$ cat config.mk
export PLATFORM = sky130hd
export DESIGN_NAME = srcroute_switch
export DESIGN_NICKNAME = d
export VERILOG_FILES = /design/src/rtl/srcroute_switch.sv
export SDC_FILE = /design/constraint.sdc
export NUM_CORES = 1
export LEC_CHECK = 0
export ABC_CLOCK_PERIOD_IN_PS = 3900
export BUFFER_PORTS_ARGS = -buffer_cell sky130_fd_sc_hd__buf_2
export CORE_MARGIN = 2
export CORE_UTILIZATION = 40
export DETAILED_ROUTE_END_ITERATION = 12
export GPL_TIMING_DRIVEN = 0
export PLACE_DENSITY = 0.64
export SKIP_CTS_REPAIR_TIMING = 1
export SYNTH_ARGS = -nofsm -noshare
export SYNTH_HDL_FRONTEND = slang
export SYNTH_SLANG_ARGS = --single-unit
export TNS_END_PERCENT = 30
$ cat constraint.sdc
create_clock -name clk -period 3.9 [get_ports clk]
set_clock_uncertainty 0.2 [all_clocks]
set_input_delay 0.78 -clock clk [delete_from_list [all_inputs] [get_ports clk]]
set_output_delay 0.78 -clock clk [all_outputs]
set_load 0.01 [all_outputs]
$ cat src/rtl/srcroute_switch.sv
module srcroute_switch #(
  parameter int IDX_W     = 2,
  parameter int PHIT_W    = 20,
  parameter int HDR_W     = 16,
  parameter int PKT_PHITS = 4,
  localparam int NPORT    = 1 << IDX_W,
  localparam int CNT_W    = $clog2(PKT_PHITS)
) (
  input  logic                    clk,
  input  logic                    rst_n,
  input  logic [NPORT-1:0]        in_valid,
  input  logic [NPORT*PHIT_W-1:0] in_data,
  output logic [NPORT-1:0]        in_ready,
  output logic [NPORT-1:0]        out_valid,
  output logic [NPORT*PHIT_W-1:0] out_data
);

  function automatic logic [IDX_W-1:0] swap_bits(input logic [IDX_W-1:0] v);
    for (int b = 0; b < IDX_W; b++) swap_bits[b] = v[IDX_W-1-b];
  endfunction

  logic [NPORT-1:0]       busy;
  logic [NPORT*IDX_W-1:0] owner;
  logic [NPORT-1:0]       bound;

  always_comb begin
    bound = '0;
    for (int o = 0; o < NPORT; o++)
      if (busy[o]) bound[owner[o*IDX_W +: IDX_W]] = 1'b1;
  end

  assign in_ready = bound;

  for (genvar o = 0; o < NPORT; o++) begin : g_out
    logic              busy_q;
    logic [IDX_W-1:0]  own_q, ptr_q, gnt;
    logic [CNT_W-1:0]  cnt_q;
    logic [NPORT-1:0]  req;
    logic              gnt_ok, acc, vld_q;
    logic [PHIT_W-1:0] sel, fwd, dat_q;

    always_comb begin
      for (int i = 0; i < NPORT; i++)
        req[i] = in_valid[i] & ~bound[i] &
                 (in_data[i*PHIT_W + PHIT_W - 1 -: IDX_W] == IDX_W'(o));
    end

    always_comb begin
      logic [IDX_W-1:0] c;
      gnt_ok = 1'b0;
      gnt    = ptr_q;
      for (int off = 1; off <= NPORT; off++) begin
        c = ptr_q + IDX_W'(off);
        if (!gnt_ok && req[c]) begin
          gnt_ok = 1'b1;
          gnt    = c;
        end
      end
    end

    assign sel = in_data[int'(own_q)*PHIT_W +: PHIT_W];
    assign acc = busy_q & in_valid[own_q];
    assign fwd = (cnt_q == '0)
               ? {sel[PHIT_W-IDX_W-1 -: HDR_W-IDX_W], swap_bits(own_q), sel[PHIT_W-HDR_W-1:0]}
               : sel;

    always_ff @(posedge clk or negedge rst_n) begin
      if (!rst_n) begin
        busy_q <= 1'b0;
        own_q  <= '0;
        ptr_q  <= IDX_W'(NPORT-1);
        cnt_q  <= '0;
        vld_q  <= 1'b0;
        dat_q  <= '0;
      end else begin
        vld_q <= acc;
        if (acc) dat_q <= fwd;
        if (!busy_q) begin
          if (gnt_ok) begin
            busy_q <= 1'b1;
            own_q  <= gnt;
            ptr_q  <= gnt;
            cnt_q  <= '0;
          end
        end else if (acc) begin
          if (cnt_q == CNT_W'(PKT_PHITS-1)) begin
            busy_q <= 1'b0;
            cnt_q  <= '0;
          end else begin
            cnt_q <= cnt_q + 1'b1;
          end
        end
      end
    end

    assign busy[o]                      = busy_q;
    assign owner[o*IDX_W +: IDX_W]      = own_q;
    assign out_valid[o]                 = vld_q;
    assign out_data[o*PHIT_W +: PHIT_W] = dat_q;
  end

endmodule


==> reports/qor.log <==
[detailed_routing] Residual DRC 0
[yosys] Mapped Area 0.007797 sq mm
[layout] FILL cells 1816
[cts] root buf cell clkbuf_16
[sta] Final Hold Fails 0
[global_route] total global routing overflow 0
[die] effective utilization at floorplan 0.4046
[die] total core area 0.01927 sq mm
[sta] number of endpoints failing setup at the final stage 0
[power] Max VDD drop 0.3701 mV
[cts] CTS buffer count 9
[sta] f_max 0.3520 GHz
[cts] TritonCTS clock tree built
[run] max_cap viols 0
[detailed_routing] number of design-rule violations left by the first detailed-router iteration 616
[cts] clk slew on worst S/H paths 70 ps
[global_route] via count of the first global-routing pass 6594
[power] total leakage power 4.068 nW
[placement] pre-CTS setup slack 1036 ps
[layout] NumNets Final 960
[yosys] sequential-to-total area share from yosys stat 0.3607
[yosys] number of enable-type register cells in the synthesized netlist 0
[yosys] flip-flop and latch count after synthesis 112
[die] height of the die 143.6 um
[power] power consumption 0.008454 W
[setup_path] highest net fanout along the worst path 10
[detailed_routing] Routed Antenna Nets 0
[run_status] outcome finished clean
[yosys] Async SR Flop Fraction 1.000
[layout] top library cells by usage in the layout, fill and taps aside buf_2, dfrtp_1, mux4_2
[sta] max-slew violation total from the final report 0
[cts] CTS H-tree lvls 3
[setup_path] data required time at the worst endpoint 2920 ps
[setup_path] type of the setup path with the least slack flip-flop to primary output
[layout] Layout Area Growth over Synthesis 19.64%
[yosys] average cell area after synthesis 11.43 sq um
[die] number of top-level pins 174
[detailed_routing] detailed-routing iteration count for the pre-antenna-repair pass 5
[layout] final instance count without filler cells 1139
[detailed_routing] detailed-route via count 6620
[detailed_routing] mean number of vias per cell 5.812
[yosys] Post-Synthesis Net Count 776
[yosys] instance count of the mapped netlist 682
[layout] fraction of layout cells with a size suffix above 1 0.3972
[detailed_routing] Detailed Route WL 24170 um
[layout] most common cell after layout, fill and taps aside buf_2
[sta] setup TNS after final layout 0 ps
[die] Die X-Extent 143.6 um
[yosys] Netlist cell types 60
[sta] Hold Worst Slack 117.7 ps
[cts] clock buffer depth 2
[placement] total of buffers placed on input and output ports 172
[setup_path] crit path capture type primary output
[hold_path] hold crit path type input port to async pin
[detailed_routing] final routed wire length divided by cell count 21.22 um
[power] power density of the placed cells 906.2 mW/mm^2
[placement] routability-driven placement congestion ratio 0.9062
[global_route] wire length of the first global-routing pass 37340 um
[die] full die area 0.02063 sq mm
[sta] setup repair after global routing missed its margin false
[global_route] number of antenna violations at the first check in global routing 2
[sta] worst rel slew slack 0.3618
[die] number of placement rows 51
[sta] final worst-path setup slack 1059 ps
[placement] placed cell count 1120
[yosys] most used flip-flop cell after synthesis dfrtp_1
[setup_path] Arr. time, crit path 1860 ps
[cts] number of clock sinks 112
[global_route] largest net degree at the start of global routing 73
[sta] final critical delay including setup and external delays 2841 ps
[setup_path] startpoint kind of the worst setup timing path flip-flop
[sta] slew at the pin closest to its max-slew limit 957.4 ps
[cts] clock latency on the worst-skew pair 370 ps
[sta] Final period util 0.7283
[placement] DP HPWL 18700 um
[global_route] total track usage 0.2404
[yosys] synth warn 0
## Yosys cell counts (all sizes together), types with 2 or more instances
library cell | n | area share
a22oi | 2 | 0.0019
nand4 | 6 | 0.0048
nor3 | 9 | 0.0058
dfrtp | 104 | 0.33
o22a | 2 | 0.0022
or3b | 2 | 0.0022
and2 | 4 | 0.0032
nand3 | 9 | 0.0058
nor2 | 16 | 0.0077
a22o | 2 | 0.0022
a31oi | 4 | 0.0032
a21oi | 9 | 0.0058
mux4 | 84 | 0.24
mux2 | 18 | 0.026
o22ai | 6 | 0.0098
a31o | 2 | 0.0022
nor2b | 2 | 0.0016
o21ai | 75 | 0.048
ha | 8 | 0.013
a41oi | 7 | 0.013
o32ai | 2 | 0.0022
mux2i | 64 | 0.082
or3 | 13 | 0.011
a211oi | 3 | 0.0029
o2bb2ai | 2 | 0.0022
or4 | 2 | 0.0024
nor4 | 11 | 0.0088
nand3b | 5 | 0.0048
nand2b | 5 | 0.0043
clkbuf | 23 | 0.011
and3 | 2 | 0.0016
o32a | 2 | 0.0026
or2 | 3 | 0.0024
o21a | 8 | 0.0077
o31ai | 4 | 0.0039
dfstp | 8 | 0.027
buf | 36 | 0.025
nand2 | 84 | 0.041
inv | 27 | 0.013
## critical path, stage by stage, from the launching register on
cell and delay, ps:
dfrtp_1 520, nand2_1 140, o21ai_1 290, buf_2 280, or2_2 150, buf_2 120
## through the flow
stage                     utilization  cell area, sq um
after CTS                      0.4837              9321
after floorplan                     -              7797
after global placement         0.4665              8990
final                          0.4841              9329
after global routing           0.4840              9326
after detailed placement       0.4683              9024
## final timing paths
kind | startpoint | end | slack, ps | cells after the start
max reg2reg | g_out[2].own_q[1] | g_out[2].dat_q[18] | 1430 | 6
min in group clk | g_out[3].dat_q[13] | g_out[3].dat_q[13] | 280 | 2
min | rst_n | g_out[3].dat_q[10] | 120 | 1
min reg2reg | g_out[3].dat_q[13] | g_out[3].dat_q[13] | 280 | 2
max | g_out[3].busy_q | in_ready[3] | 1060 | 5
max in group asynchronous | rst_n | g_out[0].ptr_q[0] | 2640 | 2
## where the power goes
| group | switching [W] | internal, W |
|---|---|---|
| combinational | 0.00295 | 0.00236 |
| clock | 0.000455 | 0.000504 |
| sequential | 0.000379 | 0.00180 |
## layer usage
| layer | routed length, um | global-route usage |
|---|---|---|
| met2 | 10990 | 0.3694 |
| met3 | 1913 | 0.04232 |
| met4 | 1143 | 0.1244 |
| met5 | 0 | 0 |
| met1 | 10120 | 0.3277 |
## sequential cells by signal, indices dropped and copies added, names as in the netlist
signal and count:
g_out.vld_q 4, g_out.own_q 8, g_out.cnt_q 8, g_out.dat_q 80, g_out.busy_q 4, g_out.ptr_q 8
## cells by family (layout without fill, tap and decap cells)
group / after synthesis / count (layout) / share of synthesized area
AND/OR/NAND/NOR: 174 / 174 / 0.1088
other: 0 / 3 / 0
buffers and inverters: 86 / 275 / 0.04926
multiplexers: 166 / 166 / 0.3513
AO/OA/AOI/OAI: 136 / 136 / 0.1171
adder cells (fa/ha/maj): 8 / 8 / 0.01284
flip-flops: 112 / 112 / 0.3607
## cell type report
cell class	instances	area, sq um	area share
buffer	59	282.8	0.03031
tap	265	331.6	0.03554
timing repair buffer	173	894.6	0.09590
sequential	112	2813	0.3015
multi-input combinational	484	4601	0.4932
clock inverter	6	68.82	0.007377
inverter	27	101.3	0.01086
antenna	3	7.507	0.0008047
clock buffer	10	229.0	0.02454
Note: power is estimated with default switching activity, not from simulation.
